## config.mk

```make
export PLATFORM = sky130hd
export DESIGN_NAME = pgchk_top
export DESIGN_NICKNAME = d
export VERILOG_FILES = /design/src/rtl/pgchk_pkg.sv /design/src/rtl/pgchk_base_perm.sv /design/src/rtl/pgchk_key_perm.sv /design/src/rtl/pgchk_errcode.sv /design/src/rtl/pgchk_top.sv
export SDC_FILE = /design/constraint.sdc
export NUM_CORES = 1
export LEC_CHECK = 0
export BUFFER_PORTS_ARGS = -buffer_cell sky130_fd_sc_hd__buf_4
export CORE_MARGIN = 1.5
export CORE_UTILIZATION = 30
export CTS_CLUSTER_SIZE = 20
export DETAILED_ROUTE_END_ITERATION = 8
export GPL_TIMING_DRIVEN = 0
export HOLD_SLACK_MARGIN = 0.06
export PLACE_DENSITY = 0.63
export SLEW_MARGIN = 20
export SYNTH_ARGS = -nofsm -noshare
export SYNTH_HDL_FRONTEND = slang
export SYNTH_SLANG_ARGS = --single-unit
```

## constraint.sdc

```tcl
create_clock -name clk -period 1.9 [get_ports clk]
set_input_delay 0.19 -clock clk [delete_from_list [all_inputs] [get_ports clk]]
set_output_delay 0.19 -clock clk [all_outputs]
set_load 0.01 [all_outputs]
```

## src/rtl/pgchk_pkg.sv

```systemverilog
package pgchk_pkg;

  typedef enum logic [1:0] {
    ACC_READ  = 2'd0,
    ACC_WRITE = 2'd1,
    ACC_FETCH = 2'd2,
    ACC_ALT   = 2'd3
  } acc_e;

  localparam int PERM_W = 3;
  localparam int ERR_W  = 6;

  localparam int EB_PROT  = 0;
  localparam int EB_WRITE = 1;
  localparam int EB_USER  = 2;
  localparam int EB_RSVD  = 3;
  localparam int EB_FETCH = 4;
  localparam int EB_KEY   = 5;

  typedef struct packed {
    logic exec;
    logic write;
    logic read;
  } perm_t;

endpackage

```

## src/rtl/pgchk_base_perm.sv

```systemverilog
module pgchk_base_perm
  import pgchk_pkg::*;
(
  input  logic  pg_user,
  input  logic  pg_rw,
  input  logic  pg_nx,
  input  logic  acc_user,
  input  logic  sup_wp,
  input  logic  exec_guard,
  output perm_t base,
  output logic  user_fault
);

  always_comb begin
    user_fault = acc_user & ~pg_user;
    base.read  = 1'b1;
    base.write = pg_rw | (~acc_user & ~sup_wp);
    base.exec  = ~pg_nx & (acc_user | ~(exec_guard & pg_user));
  end

endmodule

```

## src/rtl/pgchk_key_perm.sv

```systemverilog
module pgchk_key_perm
  import pgchk_pkg::*;
#(
  parameter int KEY_W    = 4,
  parameter int RIGHTS_W = 2 * (1 << KEY_W)
) (
  input  logic                key_en,
  input  logic                long_mode,
  input  logic                pg_user,
  input  logic                acc_user,
  input  logic                sup_wp,
  input  logic [KEY_W-1:0]    pg_key,
  input  logic [RIGHTS_W-1:0] key_rights,
  output logic                key_active,
  output perm_t               mask
);

  localparam int IDX_W = KEY_W + 1;

  logic [IDX_W-1:0] ad_idx;
  logic [IDX_W-1:0] wd_idx;
  logic             acc_dis;
  logic             wr_dis;

  always_comb begin
    ad_idx     = {pg_key, 1'b0};
    wd_idx     = {pg_key, 1'b1};
    acc_dis    = key_rights[ad_idx];
    wr_dis     = key_rights[wd_idx];
    key_active = key_en & long_mode & pg_user & (|key_rights);
    mask       = '{exec: 1'b1, write: 1'b1, read: 1'b1};
    if (key_active) begin
      if (acc_dis) begin
        mask.read  = 1'b0;
        mask.write = 1'b0;
      end else if (wr_dis && (acc_user || sup_wp)) begin
        mask.write = 1'b0;
      end
    end
  end

endmodule

```

## src/rtl/pgchk_errcode.sv

```systemverilog
module pgchk_errcode
  import pgchk_pkg::*;
(
  input  logic             allow,
  input  logic             present,
  input  logic             rsvd_hit,
  input  logic             user_fault,
  input  logic             key_fault,
  input  acc_e             acc,
  input  logic             acc_user,
  input  logic             noexec_en,
  input  logic             wide_entry,
  input  logic             exec_guard,
  output logic [ERR_W-1:0] err
);

  always_comb begin
    err = '0;
    if (!allow) begin
      err[EB_PROT]  = present;
      err[EB_WRITE] = (acc == ACC_WRITE);
      err[EB_USER]  = acc_user;
      err[EB_RSVD]  = present & rsvd_hit;
      err[EB_FETCH] = (acc == ACC_FETCH) & ((noexec_en & wide_entry) | exec_guard);
      err[EB_KEY]   = present & ~rsvd_hit & ~user_fault & key_fault;
    end
  end

endmodule

```

## src/rtl/pgchk_top.sv

```systemverilog
module pgchk_top
  import pgchk_pkg::*;
#(
  parameter int KEY_W    = 4,
  parameter int RIGHTS_W = 2 * (1 << KEY_W),
  parameter bit REG_OUT  = 1'b1
) (
  input  logic                clk,
  input  logic                rst_n,
  input  logic                in_valid,
  output logic                in_ready,
  input  logic                pg_user,
  input  logic                pg_rw,
  input  logic                pg_nx,
  input  logic                pg_present,
  input  logic                pg_rsvd_hit,
  input  logic [1:0]          acc_type,
  input  logic                acc_user,
  input  logic                sup_wp,
  input  logic                exec_guard,
  input  logic                noexec_en,
  input  logic                wide_entry,
  input  logic                key_en,
  input  logic                long_mode,
  input  logic [KEY_W-1:0]    pg_key,
  input  logic [RIGHTS_W-1:0] key_rights,
  output logic                out_valid,
  input  logic                out_ready,
  output logic                out_allow,
  output logic [PERM_W-1:0]   out_perm,
  output logic [ERR_W-1:0]    out_err
);

  acc_e             acc;
  perm_t            base;
  perm_t            kmask;
  perm_t            fin;
  perm_t            need;
  logic             user_fault;
  logic             key_active;
  logic             key_fault;
  logic             gate_ok;
  logic             c_allow;
  logic [ERR_W-1:0] c_err;

  assign acc = acc_e'(acc_type);

  pgchk_base_perm u_base (
    .pg_user    (pg_user),
    .pg_rw      (pg_rw),
    .pg_nx      (pg_nx),
    .acc_user   (acc_user),
    .sup_wp     (sup_wp),
    .exec_guard (exec_guard),
    .base       (base),
    .user_fault (user_fault)
  );

  pgchk_key_perm #(.KEY_W(KEY_W), .RIGHTS_W(RIGHTS_W)) u_key (
    .key_en     (key_en),
    .long_mode  (long_mode),
    .pg_user    (pg_user),
    .acc_user   (acc_user),
    .sup_wp     (sup_wp),
    .pg_key     (pg_key),
    .key_rights (key_rights),
    .key_active (key_active),
    .mask       (kmask)
  );

  always_comb begin
    need = '0;
    unique case (acc)
      ACC_WRITE: need.write = 1'b1;
      ACC_FETCH: need.exec  = 1'b1;
      default:   need.read  = 1'b1;
    endcase
    gate_ok   = pg_present & ~pg_rsvd_hit & ~user_fault;
    fin       = gate_ok ? (base & kmask) : perm_t'('0);
    key_fault = key_active & ~need.exec & ~(|(kmask & need));
    c_allow   = |(fin & need);
  end

  pgchk_errcode u_err (
    .allow      (c_allow),
    .present    (pg_present),
    .rsvd_hit   (pg_rsvd_hit),
    .user_fault (user_fault),
    .key_fault  (key_fault),
    .acc        (acc),
    .acc_user   (acc_user),
    .noexec_en  (noexec_en),
    .wide_entry (wide_entry),
    .exec_guard (exec_guard),
    .err        (c_err)
  );

  generate
    if (REG_OUT) begin : g_reg
      logic                v_q;
      logic                allow_q;
      logic [PERM_W-1:0]   perm_q;
      logic [ERR_W-1:0]    err_q;
      logic                take;

      assign in_ready = ~v_q | out_ready;
      assign take     = in_valid & in_ready;

      always_ff @(posedge clk or negedge rst_n) begin
        if (!rst_n) begin
          v_q     <= 1'b0;
          allow_q <= 1'b0;
          perm_q  <= '0;
          err_q   <= '0;
        end else begin
          if (in_ready) v_q <= in_valid;
          if (take) begin
            allow_q <= c_allow;
            perm_q  <= fin;
            err_q   <= c_err;
          end
        end
      end

      assign out_valid = v_q;
      assign out_allow = allow_q;
      assign out_perm  = perm_q;
      assign out_err   = c_err_sel(err_q);

      function automatic logic [ERR_W-1:0] c_err_sel(input logic [ERR_W-1:0] e);
        return e;
      endfunction
    end else begin : g_comb
      assign in_ready  = out_ready;
      assign out_valid = in_valid;
      assign out_allow = c_allow;
      assign out_perm  = fin;
      assign out_err   = c_err;
    end
  endgenerate

endmodule

```

==> results.py <==
metrics = {
    "global_routing": {
        "grt_remaining_overflow": 0,
        "grt_usage_pct": 17.15,
        "grt_start_max_net_pins": 12,
        "first_pass_grt_wire_length_um": 4567,
        "antenna_found_initial": 0,
        "first_global_vias": 1028,
    },
    "setup_path": {
        "critical_path_class": "in2reg",
        "worstPathRequired_ns": 2.03,
        "worst_setup_path_end_kind": "flip-flop",
        "crit_path_max_incr_delay_ns": 0.39,
        "critPathSlowestCell": "a22oi_1",
        "cp_cell_sequence": "clkbuf_1 -> mux4_2 -> mux2_4 -> nor4_4 -> a211oi_2 -> a22oi_1 -> o21ai_0",
        "arrival_ns": 1.91,
        "startpoint_type": "primary input",
        "critical_path.max_fanout": 6,
    },
    "clocking": {
        "tritoncts": "built",
        "postCtsSetupBuffers": 0,
        "clock_tree.htree_level_count": 1,
        "clock_insertion_delay_worst_skew_ns": 0.26,
        "cts.root.buffer_cell": "clkbuf_4",
        "clkSlewWorstSetupHoldPaths_ns": 0.07,
        "cts_max_path_buffers": 2,
        "numClockSinks": 11,
        "cts_made_buffers": 3,
    },
    "cells_and_area": {
        "most-common-layout-cells": "buf_4, nand2_1, dfrtp_1",
        "final_core_utilization_pct": 49.88,
        "syn_to_final_growth_pct": 58.67,
        "number_of_fill_cells_in_the_layout": 326,
        "post_route_cells_drive_above_1_share_pct": 46.54,
        "register_area_sq_um": 275.3,
        "insertedDiodeCount": 0,
        "commonest_non_fill_non_tap_cell_in_the_layout": "buf_4",
        "multi_input_comb_area_sq_um": 645.6,
        "postLayoutCellArea_sq_um": 1523,
        "num-nets-final": 216,
    },
    "yosys": {
        "synth.yosys.seq_area_share_pct": 28.68,
        "synthesis.area_sq_um": 959.7,
        "post_synth_and_or_nand_nor_area_fraction_pct": 21.51,
        "yosys-top-cells-area": "dfrtp_1, mux4_1, nor4_1",
        "synth_top_family_by_area": "multiplexers",
        "syn_avg_cell_area_sq_um": 10.43,
        "synth_nets": 148,
        "post_synth_fa_ha_maj_area_fraction_pct": 2.608,
        "synth_cell_types": 33,
        "synth_top_area_share_pct": 28.68,
        "synth_mux_area_share_pct": 26.99,
        "synthDominantAreaCellType": "dfrtp_1",
        "yosysWarningCount": 0,
        "synth-compound-area-share_pct": 15.51,
        "postSynthCellCount": 92,
        "synth-seq-cells": 11,
        "synth-xor-area-share_pct": 0,
    },
    "timing": {
        "totalNegativeSetupSlack_ns": 0,
        "minimum_hold_slack_ns": 0.1532,
        "grt_setup_unrepaired": "no",
        "worst_clock_skew_ns": 0.0004772,
        "timing.final.hold_violations": 0,
        "final_min_period_over_clock_period_pct": 93.59,
        "period_minus_slack_ns": 1.778,
        "slew_violations": 0,
        "worst_relative_slew_slack_pct": 73.65,
        "max_clock_freq_mhz": 562.4,
        "final-setup-viol-count": 0,
        "tightest_slew_ns": 0.3953,
    },
    "detailed_routing": {
        "wl_per_cell_um": 14.46,
        "post_drt_via_cell_ratio": 5.227,
        "finalWirelength_um": 2935,
        "dr.first_iter.drc_count": 46,
        "drt.antenna.violating_nets": 0,
        "detailedRoute.firstPassIterationCount": 4,
        "vias": 1061,
        "detailed_route_drc_error_count": 0,
    },
    "power": {
        "comb_power_share_pct": 41.5,
        "p_clk_share_pct": 21.0,
        "power.ir.vdd_worst_mv": 0.1906,
        "total_power_w": 0.0007314,
        "p_int_w": 0.0005163,
        "seqPwrFrac_pct": 37.5,
        "total_leakage_power_nw": 0.7214,
        "power_per_cell_area_nw_per_um2": 480.3,
        "power.share.switching_pct": 29.42,
        "switching_power_w": 0.0002152,
    },
    "place": {
        "gpl.final_weighted_congestion": 0.8963,
        "placed_cell_area_sq_um": 1480,
        "dpl.hpwl_um": 2523,
        "port-buffer-count": 62,
    },
    "floorplanning": {
        "floorplan.die_area_sq_um": 3547,
        "chipHeight_um": 59.56,
        "top_level_ports": 66,
        "num_rows": 20,
        "die_width_um": 59.56,
        "placeable_area_sq_um": 3053,
        "initial_utilization_pct": 31.43,
    },
    "status": {
        "outcome": "finished, final reports clean",
    },
    "flow_run": {
        "number_of_max_cap_violations": 0,
    },
    "hold_path": {
        "min_path_type": "in2reg",
    },
}
==> Yosys cell counts <==
library cell	n
o2111ai_1	1
and3_1	1
nor4_1	9
nand4_1	3
nor2b_1	3
ha_1	2
a21oi_1	1
a22oi_1	1
mux2_2	1
nand2_1	12
o21a_1	2
a31o_1	1
mux2_4	1
nand3_1	1
a31oi_1	1
a211oi_2	1
a21o_1	1
nor3_1	1
mux4_2	2
o31ai_1	2
mux2i_1	3
nor4_4	1
mux4_1	6
nor2_1	3
buf_6	2
a22o_1	1
a32o_1	1
inv_1	4
dfrtp_1	11
o21ai_0	7
o31a_1	1
clkbuf_1	2
nand2b_1	3
==> sequential cells by signal, indices dropped and copies added, names as in the netlist <==
signal     cells
out_allow      1
out_err        6
out_perm       3
out_valid      1
==> stage by stage <==
step / setup slack, ns / std cells
4_1_cts: 0.02453 / 203
3_5_place_dp: -0.2528 / 198
2_1_floorplan: 0.05372 / 92
5_1_grt: 0.04502 / 203
3_3_place_gp: -0.2189 / 198
6_report: 0.1218 / 203
==> critical path, delay by kind of cell <==
kind	cells	cell delay [ns]
simple gates	1	0.14
mux	2	0.65
compound gates	3	0.64
buf+inv	1	0.28
==> final cells by class <==
| cell class | count | share of cell area (%) |
|---|---|---|
| sequential | 11 | 18.08 |
| tap | 44 | 3.615 |
| buffer | 4 | 1.972 |
| clock buffer | 4 | 1.726 |
| inverter | 4 | 0.9860 |
| timing repair buffer | 63 | 31.22 |
| multi-input combinational | 73 | 42.40 |
==> kinds of logic after synthesis <==
group	count (synthesis)
multiplexers	13
AND/OR/NAND/NOR	37
adder cells (fa/ha/maj)	2
AO/OA/AOI/OAI	21
buffers and inverters	8
flip-flops	11
==> metal layers <==
metal  track usage [%]  part of all wire [%]  vias up
met5                 0                     0        -
met4             6.032                  0.41        0
met3             1.747                    10        2
met2             31.87                    50       65
met1             20.22                    39      493
li1                  -                     -      501
==> worst paths after layout <==
check	depth (start not counted)	from	end	slack [ns]
setup / recovery	7	pg_key[2]	out_err[4]$_DFFE_PN0P_	0.12
hold / removal	2	in_valid	out_valid$_DFFE_PN0N_	0.15
setup reg to reg	6	out_valid$_DFFE_PN0N_	out_allow$_DFFE_PN0P_	0.26
hold reg to reg	2	out_perm[2]$_DFFE_PN0P_	out_perm[2]$_DFFE_PN0P_	0.48
max in group asynchronous	2	rst_n	out_valid$_DFFE_PN0N_	1.45
min in group asynchronous	2	rst_n	out_err[3]$_DFFE_PN0P_	0.30
==> power by group through the flow <==
stage | clock network (W) | registers (W) | logic [W]
after global placement | 0 | 0.000279 | 0.000297
after detailed placement | 0 | 0.000280 | 0.000303
after CTS | 0.000161 | 0.000275 | 0.000305
after global routing | 0.000170 | 0.000278 | 0.000330
final | 0.000153 | 0.000274 | 0.000304
after floorplan | 0 | 0.000292 | 0.000121
==> repair_timing <==
action,CTS,global route
endpoints found under the setup margin,0,3
hold endpoints to repair,11,0
hold buffers,1,0
gates resized for setup,0,1
(Power assumes the default switching activity.)
